**config.mk**
```make
export PLATFORM = sky130hd
export DESIGN_NAME = ecc_report_agg
export DESIGN_NICKNAME = d
export VERILOG_FILES = /design/src/rtl/ecc_agg_pkg.sv /design/src/rtl/report_decode.sv /design/src/rtl/sat_accum.sv /design/src/rtl/ecc_report_agg.sv
export SDC_FILE = /design/constraint.sdc
export NUM_CORES = 1
export LEC_CHECK = 0
export ABC_AREA = 1
export BUFFER_PORTS_ARGS = -buffer_cell sky130_fd_sc_hd__buf_2
export CORE_AREA = 2 2 82 84
export DETAILED_ROUTE_END_ITERATION = 8
export DIE_AREA = 0 0 84 86
export PLACE_DENSITY = 0.71
export SLEW_MARGIN = 30
export SYNTH_ARGS = -nofsm -noshare
export SYNTH_HDL_FRONTEND = slang
export SYNTH_HIERARCHICAL = 1
export SYNTH_SLANG_ARGS = --single-unit
```
**constraint.sdc**
```tcl
create_clock -name clk -period 4.65 [get_ports clk]
set_clock_uncertainty 0.15 [all_clocks]
set_input_delay 0.2325 -clock clk [delete_from_list [all_inputs] [get_ports clk]]
set_output_delay 0.2325 -clock clk [all_outputs]
set_load 0.01 [all_outputs]
```
**src/rtl/ecc_agg_pkg.sv**
```systemverilog
package ecc_agg_pkg;
   typedef enum logic [1:0] {
      PG_GOOD  = 2'd0,
      PG_EMPTY = 2'd1,
      PG_BAD   = 2'd2
   } page_verdict_e;

   function automatic int unsigned clog2_min1(input int unsigned v);
      return (v <= 1) ? 1 : $clog2(v);
   endfunction
endpackage

```
**src/rtl/report_decode.sv**
```systemverilog
module report_decode
   import ecc_agg_pkg::*;
#(
   parameter int STATUS_W  = 32,
   parameter int EMPTY_BIT = 16,
   parameter int RPT_W     = 16,
   parameter int CNT_W     = 6
) (
   input  logic [STATUS_W-1:0] status,
   input  logic [RPT_W-1:0]    report,
   output page_verdict_e       verdict,
   output logic [CNT_W-1:0]    worst,
   output logic [CNT_W:0]      sum
);
   localparam int HALF   = RPT_W / 2;
   localparam int OK0_B  = HALF - 1;
   localparam int OKN_B  = RPT_W - 1;

   if (CNT_W >= HALF) begin : g_bad_cnt
      $error("report_decode: count field must leave room for the ok bit");
   end
   if (EMPTY_BIT >= STATUS_W) begin : g_bad_empty
      $error("report_decode: empty bit outside status word");
   end
   if ((RPT_W % 2) != 0) begin : g_bad_rpt
      $error("report_decode: report width must be even");
   end

   logic [CNT_W-1:0] cnt_head;
   logic [CNT_W-1:0] cnt_tail;
   logic             ok_head;
   logic             ok_tail;

   always_comb begin
      cnt_head = report[CNT_W-1:0];
      cnt_tail = report[HALF+CNT_W-1:HALF];
      ok_head  = report[OK0_B];
      ok_tail  = report[OKN_B];
      worst    = '0;
      sum      = '0;
      if (status[EMPTY_BIT]) begin
         verdict = PG_EMPTY;
      end else if (!ok_head || !ok_tail) begin
         verdict = PG_BAD;
      end else begin
         verdict = PG_GOOD;
         worst   = (cnt_head > cnt_tail) ? cnt_head : cnt_tail;
         sum     = {1'b0, cnt_head} + {1'b0, cnt_tail};
      end
   end
endmodule

```
**src/rtl/sat_accum.sv**
```systemverilog
module sat_accum #(
   parameter int W     = 16,
   parameter int INC_W = 7
) (
   input  logic             clk,
   input  logic             rst_n,
   input  logic             en,
   input  logic [INC_W-1:0] inc,
   output logic [W-1:0]     total
);
   localparam logic [W-1:0] TOP = {W{1'b1}};

   if (INC_W > W) begin : g_bad_w
      $error("sat_accum: increment wider than accumulator");
   end

   logic [W:0] nxt;

   if (INC_W == 1) begin : g_step
      assign nxt = {1'b0, total} + {{W{1'b0}}, inc[0]};
   end else begin : g_add
      assign nxt = {1'b0, total} + {{(W+1-INC_W){1'b0}}, inc};
   end

   always_ff @(posedge clk or negedge rst_n) begin
      if (!rst_n)      total <= '0;
      else if (en)     total <= nxt[W] ? TOP : nxt[W-1:0];
   end


   no_wrap_chk: assert property (@(posedge clk) disable iff (!rst_n)
      total >= $past(total));


   pin_top_chk: assert property (@(posedge clk) disable iff (!rst_n)
      ($past(total) == TOP) |-> (total == TOP));
endmodule

```
**src/rtl/ecc_report_agg.sv**
```systemverilog
module ecc_report_agg
   import ecc_agg_pkg::*;
#(
   parameter int STATUS_W  = 32,
   parameter int EMPTY_BIT = 16,
   parameter int RPT_W     = 16,
   parameter int CNT_W     = 6,
   parameter int CORR_W    = 16,
   parameter int FAIL_W    = 8
) (
   input  logic                clk,
   input  logic                rst_n,
   input  logic                rpt_valid,
   input  logic [STATUS_W-1:0] xfer_status,
   input  logic [RPT_W-1:0]    err_report,
   output logic                res_valid,
   output logic [CNT_W-1:0]    res_flips,
   output logic                res_uncorr,
   output logic                res_empty,
   output logic [CORR_W-1:0]   corr_total,
   output logic [FAIL_W-1:0]   fail_total
);
   localparam int SUM_W = CNT_W + 1;

   if (CORR_W < SUM_W) begin : g_bad_corr
      $error("ecc_report_agg: corrected total narrower than one page sum");
   end
   if (FAIL_W < 1) begin : g_bad_fail
      $error("ecc_report_agg: failure counter needs a bit");
   end

   page_verdict_e    verdict;
   logic [CNT_W-1:0] worst;
   logic [SUM_W-1:0] sum;

   report_decode #(
      .STATUS_W (STATUS_W),
      .EMPTY_BIT(EMPTY_BIT),
      .RPT_W    (RPT_W),
      .CNT_W    (CNT_W)
   ) u_decode (
      .status (xfer_status),
      .report (err_report),
      .verdict(verdict),
      .worst  (worst),
      .sum    (sum)
   );

   logic take_good;
   logic take_bad;
   assign take_good = rpt_valid && (verdict == PG_GOOD);
   assign take_bad  = rpt_valid && (verdict == PG_BAD);

   sat_accum #(.W(CORR_W), .INC_W(SUM_W)) u_corr (
      .clk  (clk),
      .rst_n(rst_n),
      .en   (take_good),
      .inc  (sum),
      .total(corr_total)
   );

   sat_accum #(.W(FAIL_W), .INC_W(1)) u_fail (
      .clk  (clk),
      .rst_n(rst_n),
      .en   (take_bad),
      .inc  (1'b1),
      .total(fail_total)
   );

   always_ff @(posedge clk or negedge rst_n) begin
      if (!rst_n) begin
         res_valid  <= 1'b0;
         res_flips  <= '0;
         res_uncorr <= 1'b0;
         res_empty  <= 1'b0;
      end else begin
         res_valid <= rpt_valid;
         if (rpt_valid) begin
            res_flips  <= worst;
            res_uncorr <= (verdict == PG_BAD);
            res_empty  <= (verdict == PG_EMPTY);
         end
      end
   end


   pulse_follow_chk: assert property (@(posedge clk) disable iff (!rst_n)
      rpt_valid |=> res_valid);


   no_stray_pulse_chk: assert property (@(posedge clk) disable iff (!rst_n)
      !rpt_valid |=> !res_valid);


   empty_quiet_chk: assert property (@(posedge clk) disable iff (!rst_n)
      (res_valid && res_empty) |-> ($stable(corr_total) && $stable(fail_total)
                                    && !res_uncorr && res_flips == '0));


   fail_step_chk: assert property (@(posedge clk) disable iff (!rst_n)
      (res_valid && res_uncorr) |-> (fail_total == $past(fail_total) + 1'b1
                                     || $past(fail_total) == {FAIL_W{1'b1}}));


   bad_no_flips_chk: assert property (@(posedge clk) disable iff (!rst_n)
      (res_valid && res_uncorr) |-> (res_flips == '0 && $stable(corr_total)));


   idle_hold_chk: assert property (@(posedge clk) disable iff (!rst_n)
      !res_valid |-> ($stable(corr_total) && $stable(fail_total)
                      && $stable(res_flips) && $stable(res_uncorr)));
endmodule

```
* Word level (Yosys, flattened, before mapping)
Index checks and enable logic that the tools add are counted.
** Word-level totals
- Bits in latches :: 0
- Register bits :: 33
- Memories kept :: 0
- Output and inout bits :: 33
- Logic and storage cells :: 27
- Input port bits :: 51
- Memory bits (read-only) :: 0
- RAM bits :: 0
** Cells by class
- $add $sub $neg :: 3
- Multiply operators :: 0
- Divide/modulo/power cells :: 0
- Reductions and logical operators :: 6
- Bitwise gates (word level) :: 0
- Shift-type cells :: 0
- Equality and inequality tests :: 2
- Order comparisons :: 1
- Multiplexer cells :: 9
** Operator list (number)
- $mux 6 :: 3
- $add 16x7->17 :: 1
- $mux 16 :: 1
- $mux 7 :: 2
- $add 8x1->9 const B :: 1
- $mux 8 :: 1
- $add 6x6->7 :: 1
- $gt 6x6->1 :: 1
- $mux 2 :: 2
- $eq 2x1->1 const B :: 1
- $eq 2x2->1 const B :: 1
- $logic_and 1x1->1 :: 2
- $logic_not 1->1 :: 2
- $logic_not 2->1 :: 1
- $logic_or 1x1->1 :: 1

* Logic depth before layout (Yosys ltp)
- Depth after elaboration :: 6
- Gate-level depth with buffers :: 20
- Gate-level depth less buffers :: 20

* Modules after synthesis
Netlist, hierarchy kept.
** Modules (own cells, without submodules)
- sat_accum (u_corr) :: instances 1, sequential area each 400.4 um2, area an instance 1248.7 um2, cells an instance 170
- report_decode :: instances 1, sequential area each 0.0 um2, area an instance 629.4 um2, cells an instance 110
- sat_accum (u_fail) :: instances 1, sequential area each 200.2 um2, area an instance 444.2 um2, cells an instance 50
- ecc_report_agg :: instances 1, sequential area each 225.2 um2, area an instance 357.8 um2, cells an instance 40

* Least setup slack after synthesis
Ideal clock, no wire load.
- Path kind :: input -> register
- Start :: input err_report[0]
- End :: register u_corr.total[13]
- Arrival :: 2149 ps
- Stages :: 14
- Slack :: 2228 ps
- Data required time :: 4377 ps
- Setup time :: 123 ps
- Path buffers :: 1
- Path through :: ha_1 > fa_1 > nand3_1 > and2_1 > o21ai_0 > a21oi_1 > ha_1 > nand2_1 > inv_1 > nand3_2 > nand2_4 > nand4_4 > buf_6 > nand3_2
** On the way
- Cells in the longest elaborated chain, start to end :: 5
** RTL lines
- from (decl) :: line ecc_report_agg.sv:15 : input logic [RPT_W-1:0] err_report,
- $add 6x6->7 :: line report_decode.sv:48 : sum = {1'b0, cnt_head} + {1'b0, cnt_tail};
- $mux 7 :: line report_decode.sv:43 : end else if (!ok_head || !ok_tail) begin
- $mux 7 :: line report_decode.sv:41 : if (status[EMPTY_BIT]) begin
- named net sum[4] :: line ecc_report_agg.sv:34 : logic [SUM_W-1:0] sum;
- $add 16x7->17 :: line sat_accum.sv:22 : assign nxt = {1'b0, total} + {{(W+1-INC_W){1'b0}}, inc};
- $mux 16 :: line sat_accum.sv:27 : else if (en) total <= nxt[W] ? TOP : nxt[W-1:0];
- to (signal assigned) :: line sat_accum.sv:27
- to (decl) :: line sat_accum.sv:9 : output logic [W-1:0] total
The timed path passes the listed nets, and every way through them passes these cells.
A chain may end at the register's enable or synchronous reset.

* Final worst setup path
- Start :: input err_report[0]
- End :: register u_corr.total[10]
Same word-level chain as after synthesis.

==> impl_metrics.yaml <==
timing:
  rsz0062_at_grt: "no"
  tightest_slew_ps: 750.1
  setup_viol: 0
  tns_ps: 0
  finalCritPeriodShare: 0.5560
  clock.fmax_ghz: 0.3868
  timing.hold.ws_ps: 23.65
  finalMaxSlewViolations: 0
  fin_crit_ps: 2586
  finalHoldViolCount: 0
  maxSlewHeadroom: 0.4999
logic_synthesis:
  synth_top_area_share: 0.3081
  synthesis.nets: 444
  synth.distinct_cells: 36
  ys_ff_latch: 33
  synthCells: 370
  async_reset_ff_frac: 1.000
  syn-cell-area_um2: 2680
  yosysMostFrequentCell: "nand2_1"
  synthTopCellsByArea: "dfrtp_1 31%, nand2_1 17%, ha_1 9.8%"
  avgSynthCellArea_um2: 7.243
  synth_edf_count: 0
  yosysTopAreaCell: "dfrtp_1"
  yosysWarnings: 6
  synth_ff_type: "dfrtp_1"
  synth_common_cells: "119 x nand2_1, 46 x inv_1, 38 x nand3_1"
  seq_area_frac_synth: 0.3081
global_route:
  top_usage_layer: "met2"
  grt_pass1_wl_um: 10250
  grt_max_degree: 34
  grt_util_met1: 0.2187
  grt_use_met3: 0.03561
  grt_pass1_vias: 2305
  antenna_found_initial: 0
  gr-total-overflow: 0
  grt_usage: 0.1695
  grtUsageMet2: 0.2895
cells_and_area:
  multi_input_area_um2: 1607
  n_fill_cell: 644
  area_delta_synth_final_pct: 15.41
  layout-drive-gt1-share: 0.2080
  nets: 496
  diodes: 0
  regArea_um2: 825.8
route:
  dr.pass1.iters: 4
  vias: 2428
  wl_per_cell_um: 11.56
  postRouteAntennaNets: 0
  routed_via_density: 4.856
  remaining_drc_errors: 0
  drt_first_iter_violations: 57
  drt_wl_total_um: 5782
worst_hold_path:
  hp-class: "in2reg"
  hold_depth: 1
floorplan:
  core_um2: 6277
  io_pins: 84
  die_area_um2: 7224
  die_h_um: 86
  fp-row-count: 29
  die_w_um: 84
  floorplan.initialDensity: 0.4269
placed_design:
  io_buffers: 50
  dp_hpwl_um: 4595
  place.gp.congestion: 0.8825
critical_path:
  crit_type: "in2reg"
  critPathCaptureType: "flop"
  worstPathMaxFanout: 15
  worstSetupStartpointType: "input port"
  r2r.worst_path.cells: 8
  cp.arrival_ps: 2640
  worstPathRequired_ps: 4700
power_and_ir_drop:
  power.density_nw_per_um2: 314.8
  p_leak_nw: 1.750
  ir_worst_vdd_uv: 164.7
cts:
  clk_pin_slew_ps: 70
  cts_max_level: 2
  cts_resized: 0
  clock_sinks: 33
  clockBufferDepth: 2
  cts_tree: "done"
  cts-root-buf: "clkbuf_8"
  post_cts_buffers: 0
  clk_latency_ps: 280
  cts_made_buffers: 5
outcome:
  status: "complete, no violations"
job:
  drv_cap: 0
per-stage QoR:
stage	instance area [um2]	util	cells	total power [mW]	worst slack [ps]
CTS	3093	0.4927	500	0.9906	2037
finish	3093	0.4927	500	0.9736	2065
floorplan	2680	-	370	0.5958	2228
global route	3093	0.4927	500	1.053	1831
detailed placement	2967	0.4726	491	0.7036	1739
global placement	2967	0.4726	491	0.6923	1812
power breakdown:
group          internal, mW  switching, mW  leakage (nW)  total [mW]
clock                 0.175          0.105        0.0585       0.280
sequential            0.332         0.0426         0.433       0.374
combinational         0.131          0.189          1.26       0.319
state kept, by name (all words and copies together), names as in the netlist:
signal,flops
u_corr/total,16
u_fail/total,8
res_flips,6
res_empty,1
res_uncorr,1
res_valid,1
cell type report:
class / count / share of cell area
timing repair buffer: 52 / 0.08657
tap: 77 / 0.03115
inverter: 48 / 0.05825
clock inverter: 1 / 0.009709
sequential: 33 / 0.2670
clock buffer: 7 / 0.02791
multi-input combinational: 282 / 0.5194
cell families (layout without fill, tap and decap cells):
group | Yosys count | in the layout | share of synthesized area
adder cells (fa/ha/maj) | 23 | 23 | 0.1130
AO/OA/AOI/OAI | 27 | 27 | 0.06069
XOR/XNOR | 2 | 2 | 0.006537
multiplexers | 2 | 2 | 0.007470
other | 1 | 1 | 0.001399
AND/OR/NAND/NOR | 227 | 227 | 0.4104
flip-flops | 33 | 33 | 0.3081
buffers and inverters | 55 | 108 | 0.09244
placed cells by master (no fill, tap or decap), drive strengths merged:
cell,n
mux2i,2
nand3b,5
dlygate4sd3,1
nand3,51
bufinv,1
buf,51
conb,1
nor3,6
and2,3
xor2,2
or2,1
o21ai,6
ha,21
dfrtp,33
a21oi,19
nand2,122
inv,48
o21bai,1
nor2,33
fa,2
nand4,5
o211ai,1
nor4,1
clkbuf,7
final timing paths:
| check | from | to | slack, ps |
|---|---|---|---|
| worst max-delay path | err_report[0] | u_corr/total[10] | 2060 |
| worst min-delay path | rpt_valid | res_valid | 20 |
| worst max register to register | u_corr/total[0] | u_corr/total[1] | 2510 |
| worst min register to register | res_flips[5] | res_flips[5] | 320 |
| max in group asynchronous | rst_n | res_flips[0] | 3460 |
| min in group asynchronous | rst_n | u_corr/total[13] | 410 |
metal layers:
layer  vias up  routed length, um  part of all wire
met2        49               2751              0.48
li1       1287                  -                 -
met1      1084               2705              0.47
met3         8                245             0.042
met4         0                 80             0.014
met5         -                  0                 0
worst max-delay path, stage by stage:
cell	delay (ps)
buf_2	110
ha_1	240
fa_1	440
nand3_1	100
and2_1	140
o21ai_0	70
a21oi_1	180
ha_1	220
nand2_1	80
inv_1	80
nand3_2	120
nand2_4	120
nand4_4	280
nand3_1	210
what timing repair did:
item / CTS / global route
hold buffers: 1 / 0
endpoints found under the setup margin: 0 / 0
endpoints found under the hold margin: 33 / 0
(Power assumes the default switching activity.)
